**config.mk**
```make
export PLATFORM = sky130hd
export DESIGN_NAME = linkstk
export DESIGN_NICKNAME = d
export VERILOG_FILES = /design/src/rtl/linkstk_pkg.sv /design/src/rtl/linkstk_ram.sv /design/src/rtl/linkstk_target.sv /design/src/rtl/linkstk_ctrl.sv /design/src/rtl/linkstk.sv
export SDC_FILE = /design/constraint.sdc
export NUM_CORES = 1
export LEC_CHECK = 0
export BUFFER_PORTS_ARGS = -buffer_cell sky130_fd_sc_hd__buf_2
export CAP_MARGIN = 0
export CORE_MARGIN = 3
export CORE_UTILIZATION = 55
export DETAILED_ROUTE_END_ITERATION = 10
export PLACE_DENSITY = 0.73
export REMOVE_ABC_BUFFERS = 1
export SLEW_MARGIN = 0
export SYNTH_ARGS = -nofsm -noshare
export SYNTH_HDL_FRONTEND = slang
export SYNTH_HIERARCHICAL = 1
export SYNTH_SLANG_ARGS = --single-unit
```
**constraint.sdc**
```tcl
create_clock -name clk -period 13.9 [get_ports clk]
set_input_delay 0.695 -clock clk [delete_from_list [all_inputs] [get_ports clk]]
set_output_delay 0.695 -clock clk [all_outputs]
set_load 0.05 [all_outputs]
```
**src/rtl/linkstk_pkg.sv**
```systemverilog
package linkstk_pkg;
  localparam int WORD_W = 32;
  localparam int OFS_W  = 16;

  typedef enum logic [2:0] {
    OP_PUSH  = 3'd0,
    OP_POP   = 3'd1,
    OP_DISC  = 3'd2,
    OP_FETCH = 3'd3,
    OP_CALL  = 3'd4,
    OP_JUMP  = 3'd5,
    OP_RET   = 3'd6,
    OP_RETI  = 3'd7
  } stk_op_e;
endpackage

```
**src/rtl/linkstk_ram.sv**
```systemverilog
module linkstk_ram #(
  parameter int WIDTH = 32,
  parameter int DEPTH = 16,
  parameter int AW    = $clog2(DEPTH)
) (
  input  logic             clk,
  input  logic             we,
  input  logic [AW-1:0]    waddr,
  input  logic [WIDTH-1:0] wdata,
  input  logic             re_a,
  input  logic [AW-1:0]    raddr_a,
  output logic [WIDTH-1:0] rdata_a,
  input  logic             re_b,
  input  logic [AW-1:0]    raddr_b,
  output logic [WIDTH-1:0] rdata_b
);
  logic [WIDTH-1:0] mem [DEPTH];

  always_ff @(posedge clk) begin
    if (we) mem[waddr] <= wdata;
  end

  // Registered read ports with enables; outputs hold between reads.
  always_ff @(posedge clk) begin
    if (re_a) rdata_a <= mem[raddr_a];
  end

  always_ff @(posedge clk) begin
    if (re_b) rdata_b <= mem[raddr_b];
  end
endmodule

```
**src/rtl/linkstk_target.sv**
```systemverilog
module linkstk_target #(
  parameter int WIDTH = 32,
  parameter int OW    = 16
) (
  input  logic [WIDTH-1:0] pc,
  input  logic [OW-1:0]    mag,
  input  logic             back,
  output logic [WIDTH-1:0] target,
  output logic [WIDTH-1:0] ret_addr
);
  localparam int PAD = WIDTH - OW;
  logic [WIDTH-1:0] mag_ext;

  always_comb begin
    mag_ext  = {{PAD{1'b0}}, mag};
    target   = back ? (pc - mag_ext) : (pc + mag_ext);
    ret_addr = pc + {{(WIDTH-1){1'b0}}, 1'b1};
  end
endmodule

```
**src/rtl/linkstk_ctrl.sv**
```systemverilog
module linkstk_ctrl
  import linkstk_pkg::*;
#(
  parameter int DEPTH = 16,
  parameter int AW    = $clog2(DEPTH),
  parameter int CW    = $clog2(DEPTH + 1)
) (
  input  logic          clk,
  input  logic          rst,
  input  logic          op_valid,
  input  stk_op_e       op,
  output logic          we,
  output logic          wsel_ret,
  output logic [AW-1:0] waddr,
  output logic          re_a,
  output logic [AW-1:0] raddr_a,
  output logic          re_b,
  output logic [AW-1:0] raddr_b,
  output logic          load_tgt,
  output logic          data_vld,
  output logic          redirect,
  output logic          from_stack,
  output logic          status_vld,
  output logic          full,
  output logic          empty,
  output logic          err
);
  logic [CW-1:0] depth_q, depth_d;
  logic          room, have1, have2, bad, acc;

  always_comb begin
    room  = depth_q != CW'(DEPTH);
    have1 = depth_q != '0;
    have2 = depth_q >= CW'(2);
    unique case (op)
      OP_PUSH, OP_CALL:                bad = !room;
      OP_POP, OP_DISC, OP_FETCH, OP_RET: bad = !have1;
      OP_RETI:                         bad = !have2;
      default:                         bad = 1'b0;
    endcase
    acc      = op_valid && !bad;
    we       = acc && (op == OP_PUSH || op == OP_CALL);
    wsel_ret = op == OP_CALL;
    waddr    = AW'(depth_q);
    re_a     = acc && (op == OP_POP || op == OP_FETCH || op == OP_RET || op == OP_RETI);
    raddr_a  = AW'(depth_q - CW'(1));
    re_b     = acc && (op == OP_RETI);
    raddr_b  = AW'(depth_q - CW'(2));
    load_tgt = acc && (op == OP_CALL || op == OP_JUMP);
    depth_d  = depth_q;
    if (acc) begin
      unique case (op)
        OP_PUSH, OP_CALL:        depth_d = depth_q + CW'(1);
        OP_POP, OP_DISC, OP_RET: depth_d = depth_q - CW'(1);
        OP_RETI:                 depth_d = depth_q - CW'(2);
        default:                 depth_d = depth_q;
      endcase
    end
  end

  always_ff @(posedge clk) begin
    if (rst) begin
      depth_q    <= '0;
      data_vld   <= 1'b0;
      redirect   <= 1'b0;
      from_stack <= 1'b0;
      status_vld <= 1'b0;
      err        <= 1'b0;
    end else begin
      depth_q    <= depth_d;
      data_vld   <= acc && (op == OP_POP || op == OP_FETCH);
      redirect   <= acc && (op == OP_CALL || op == OP_JUMP || op == OP_RET || op == OP_RETI);
      if (acc && (op == OP_RET || op == OP_RETI)) from_stack <= 1'b1;
      else if (load_tgt)                          from_stack <= 1'b0;
      status_vld <= acc && (op == OP_RETI);
      err        <= err || (op_valid && bad);
    end
  end

  assign full  = depth_q == CW'(DEPTH);
  assign empty = depth_q == '0;
endmodule

```
**src/rtl/linkstk.sv**
```systemverilog
module linkstk
  import linkstk_pkg::*;
#(
  parameter int DEPTH = 16
) (
  input  logic              clk,
  input  logic              rst,
  input  logic              op_valid,
  input  logic [2:0]        op_code,
  input  logic [WORD_W-1:0] wr_data,
  input  logic [WORD_W-1:0] pc_in,
  input  logic [OFS_W-1:0]  ofs_mag,
  input  logic              ofs_back,
  output logic [WORD_W-1:0] top_data,
  output logic              data_vld,
  output logic [WORD_W-1:0] next_pc,
  output logic              redirect,
  output logic [WORD_W-1:0] status_word,
  output logic              status_vld,
  output logic              full,
  output logic              empty,
  output logic              err
);
  localparam int AW = (DEPTH > 1) ? $clog2(DEPTH) : 1;
  localparam int CW = $clog2(DEPTH + 1);

  logic              we, wsel_ret, re_a, re_b, load_tgt, from_stack;
  logic [AW-1:0]     waddr, raddr_a, raddr_b;
  logic [WORD_W-1:0] wdata, tgt, ret_addr, tgt_q, rd_a;

  linkstk_ctrl #(.DEPTH(DEPTH), .AW(AW), .CW(CW)) u_ctrl (
    .clk(clk), .rst(rst), .op_valid(op_valid), .op(stk_op_e'(op_code)),
    .we(we), .wsel_ret(wsel_ret), .waddr(waddr),
    .re_a(re_a), .raddr_a(raddr_a), .re_b(re_b), .raddr_b(raddr_b),
    .load_tgt(load_tgt), .data_vld(data_vld), .redirect(redirect),
    .from_stack(from_stack), .status_vld(status_vld),
    .full(full), .empty(empty), .err(err)
  );

  linkstk_target #(.WIDTH(WORD_W), .OW(OFS_W)) u_tgt (
    .pc(pc_in), .mag(ofs_mag), .back(ofs_back),
    .target(tgt), .ret_addr(ret_addr)
  );

  assign wdata = wsel_ret ? ret_addr : wr_data;

  linkstk_ram #(.WIDTH(WORD_W), .DEPTH(DEPTH), .AW(AW)) u_ram (
    .clk(clk), .we(we), .waddr(waddr), .wdata(wdata),
    .re_a(re_a), .raddr_a(raddr_a), .rdata_a(rd_a),
    .re_b(re_b), .raddr_b(raddr_b), .rdata_b(status_word)
  );

  always_ff @(posedge clk) begin
    if (rst)           tgt_q <= '0;
    else if (load_tgt) tgt_q <= tgt;
  end

  assign top_data = rd_a;
  assign next_pc  = from_stack ? rd_a : tgt_q;
endmodule

```
==> reports/summary.txt <==
====================================================================================================
Main synth FF type .................................................................... sky130_fd_sc_hd__edfxtp_1
Average wire per cell in the routed design ............................................     31.14 um
Maximum level of the CTS H-tree .......................................................            3
Gate count after technology mapping ...................................................         1798
Number of unique standard cell types used by synthesis ................................           79
CTS max path bufs .....................................................................            3
Vias in the first global route ........................................................        18928
Detailed-route DRC error count ........................................................            0
Vias per cell .........................................................................        6.766
Root cell of the clock tree ........................................................... sky130_fd_sc_hd__clkbuf_16
Number of primary I/O pins ............................................................          189
Library cell with the highest instance count after synthesis .......................... sky130_fd_sc_hd__edfxtp_1
Final routed wirelength across all metal layers .......................................     86.22 mm
Post-route clock period utilization ...................................................       33.70%
Number of nets in the layout ..........................................................         2101
Worst hold-check path type ............................................................ primary input to register
Total non-filler cell area in the finished layout .....................................  0.03433 mm2
Worst Clk Skew ........................................................................   0.02251 ns
Area grow syn2layout ..................................................................       12.33%
Total number of vias ..................................................................        18734
Final critical-path required period ...................................................     4.684 ns
Antenna-violating nets left ...........................................................            0
Total of cells resized after clock tree synthesis .....................................            0
Total Routing Usage GR ................................................................       29.29%
Total placed cells including tap cells ................................................         2644
Asr flop ratio synth ..................................................................           0%
Share of synthesized area occupied by flip-flops and latches ..........................       59.35%
Critical Path RT ......................................................................     14.33 ns
Initial cell density of the core ......................................................       56.23%
Core outline area .....................................................................  0.05435 mm2
Cell Count, Final, Fillers Out ........................................................         2769
Max stage delay on crit path ..........................................................      0.69 ns
Count of hold-fix buffers inserted at cts .............................................            0
Max Slew Vio Count ....................................................................            0
Sink Count ............................................................................          618
Setup fix buffers added after clock tree synthesis ....................................            0
EDFF count, synth .....................................................................          576
Startpoint types ...................................................................... primary input
Top cell type by total area after synthesis ........................................... sky130_fd_sc_hd__edfxtp_1
First-pass detailed-route iteration total .............................................            6
Combinational power share .............................................................        22.6%
Area fraction of the dominant cell type after synthesis ...............................       56.60%
Maximum VDD drop ......................................................................     92.47 uV
Sum of internal, switching and leakage power ..........................................     5.015 mW
Endpoint arrival time on the critical path ............................................      5.11 ns
Sequential group share of total power .................................................        42.7%
Detailed placement HPWL ...............................................................     51.46 mm
Global-route wire length before repair ................................................     125.4 mm
Worst setup slack before clock tree synthesis .........................................     8.715 ns
Global route overflow .................................................................            0
Max Freq ..............................................................................    213.5 MHz
Share of cells above drive strength 1 .................................................       35.24%
Area used by sequential logic in the layout ...........................................  0.01814 mm2
Critical setup path kind .............................................................. primary input to register
Power density over cell area .......................................................... 146.1 mW/mm2
Outcome ...............................................................................    completed
Crit path setup slack, layout .........................................................     9.216 ns
Antenna violations before repair ......................................................            6
Top cells by count, synth ............................................................. sky130_fd_sc_hd__edfxtp_1 (576), sky130_fd_sc_hd__mux4_2 (256), sky130_fd_sc_hd__a22oi_1 (128)
Highest fanout seen on the critical path ..............................................            8
Number of buffers added by the clock tree synthesis step ..............................           66
Summed instance area of the synthesized netlist .......................................  0.03056 mm2
Final GP Congestion ...................................................................       0.9082
Die width .............................................................................     241.7 um
Clock network latency to the later pin of the worst-skew pair .........................      0.58 ns
Total number of yosys warnings ........................................................            6
Mean post-synth cell area .............................................................    17.00 um2
Max-Slew Margin vs Limit ..............................................................       24.63%
Setup violations, final ...............................................................            0
Number of hold violations in the final report .........................................            0
Number of I/O port buffers ............................................................          188
Pin count of the biggest net entering global routing ..................................           70
P_sw ..................................................................................     1.472 mW
Post-DP Area ..........................................................................  0.03219 mm2
Number of fillers in the final layout .................................................         3809
Clock-pin slew reported for the worst setup and hold paths after clock tree synthesis .      0.06 ns
Leakage ...............................................................................     11.85 nW
Pint ..................................................................................     3.542 mW
TritonCTS clock tree ..................................................................        built
Cell at the slowest stage of the critical path ........................................ sky130_fd_sc_hd__nor3b_1
RSZ-0062 raised after global routing ..................................................        false
Worst setup EP type ...................................................................     register
Multi-input gate area in the final layout .............................................  0.01176 mm2
Number of synthesized register bits ...................................................          618
Chip height ...........................................................................     241.7 um
Switching part of the total ...........................................................       29.36%
Fraction of power consumed by the clock network .......................................        34.7%
First-iteration detailed-routing DRC count ............................................         2540
Cell repeated most along the worst path ............................................... sky130_fd_sc_hd__a21oi_1
Full die area .........................................................................  0.05843 mm2
Max cap viols .........................................................................            0
Worst slew pin tran ...................................................................     1.124 ns
Count of standard-cell rows ...........................................................           85
Critical path, cell by cell ........................................................... buf_2 > nor3_1 > nor3b_1 > nand2_1 > nor3b_2 > ha_1 > mux2i_1 > ha_1 > a21oi_1 > o21ai_0 > nor3_1 > a21oi_1 > a41oi_1 > a21oi_1 > a21o_1 > a21oi_1 > xnor2_1 > mux2i_1 > nor2_1
Top area cells in the synthesized netlist ............................................. sky130_fd_sc_hd__edfxtp_1 (57%), sky130_fd_sc_hd__mux4_2 (19%), sky130_fd_sc_hd__a22oi_1 (3.1%)
====================================================================================================
==> power by group through the flow <==
stage | Sequential (mW) | Combinational (mW) | Clock [mW]
2_1_floorplan | 2.25 | 0.730 | 0
3_3_place_gp | 2.18 | 1.10 | 0
3_5_place_dp | 2.18 | 1.12 | 0
4_1_cts | 2.14 | 1.12 | 1.75
5_1_grt | 2.15 | 1.19 | 1.83
6_report | 2.14 | 1.13 | 1.74
==> flip-flops by register name (all words and copies together), names as in the netlist <==
signal / cells
u_ram/mem: 512
tgt_q: 32
u_ram/rdata_a: 32
u_ram/rdata_b: 32
u_ctrl/depth_q: 5
u_ctrl/data_vld: 1
u_ctrl/err: 1
u_ctrl/from_stack: 1
u_ctrl/redirect: 1
u_ctrl/status_vld: 1
==> kinds of logic (layout without fill, tap and decap cells) <==
kind of cell             after synthesis  in the layout  synth area share (%)
AND/OR/NAND/NOR                      301            301                 4.680
buffers and inverters                149            374                 2.772
adder cells (fa/ha/maj)               41             41                 1.703
AO/OA/AOI/OAI                        253            253                 6.039
XOR/XNOR                              79             79                 2.264
other                                  0              7                     0
flip-flops                           618            618                 59.35
multiplexers                         357            357                 23.19
==> critical path: cells and delay by family <==
kind	cells	cell delay [ns]
and+or+nand+nor	6	2.00
buffers and inverters	1	0.12
muxes	2	0.27
AOI/OAI and AO/OA	7	1.26
xor gates and xnor gates	1	0.08
adders and majority gates	2	0.68
==> area by class of cell <==
cell class	count	area share (%)
timing repair buffer	229	3.637
sequential	618	52.85
clock inverter	30	0.7617
multi-input combinational	1031	34.26
tap	739	2.693
inverter	27	0.3317
clock buffer	88	5.412
antenna	7	0.05103
==> layout by cell type, fill, tap and decap left out, types with 41 or more instances in the layout <==
master and count:
sky130_fd_sc_hd__a22oi_1 128, sky130_fd_sc_hd__xnor2_1 50, sky130_fd_sc_hd__clkbuf_16 69, sky130_fd_sc_hd__mux4_2 256, sky130_fd_sc_hd__nor2_1 73, sky130_fd_sc_hd__mux2_4 61, sky130_fd_sc_hd__edfxtp_1 576, sky130_fd_sc_hd__buf_2 188
sky130_fd_sc_hd__nand2_1 98, sky130_fd_sc_hd__buf_4 41, sky130_fd_sc_hd__a21oi_1 47
==> metal layers <==
layer  track usage (%)  vias to the layer above  part of all wire (%)
li1                  -                     7721                     -
met1             40.22                     9691                    37
met2             47.38                     1142                    49
met3             5.561                      178                    11
met4             10.73                        2                   3.4
met5                 0                        -                 0.012
==> stage by stage <==
step	utilization (%)	TNS (ns)	hold slack (ns)
4_1_cts	63.14	0	0.3687
6_report	63.17	0	0.3913
3_3_place_gp	59.24	0	0.4561
5_1_grt	63.14	0	0.4167
2_1_floorplan	-	-2190.49	0.4561
3_5_place_dp	59.24	0	0.4655
==> worst paths after layout <==
kind                                  start                          to  slack (ns)  cells after the start
min                                op_valid       u_ctrl/err$_SDFF_PP0_        0.39                      3
min reg2reg           u_ctrl/err$_SDFF_PP0_       u_ctrl/err$_SDFF_PP0_        0.47                      2
max                              ofs_mag[7]      tgt_q[30]$_SDFFE_PP0P_        9.22                     19
max reg2reg  u_ctrl/depth_q[1]$_SDFFE_PP0P_  u_ram/mem[8][18]$_DFFE_PP_        9.39                      9
Note: power is estimated with default switching activity, not from simulation.
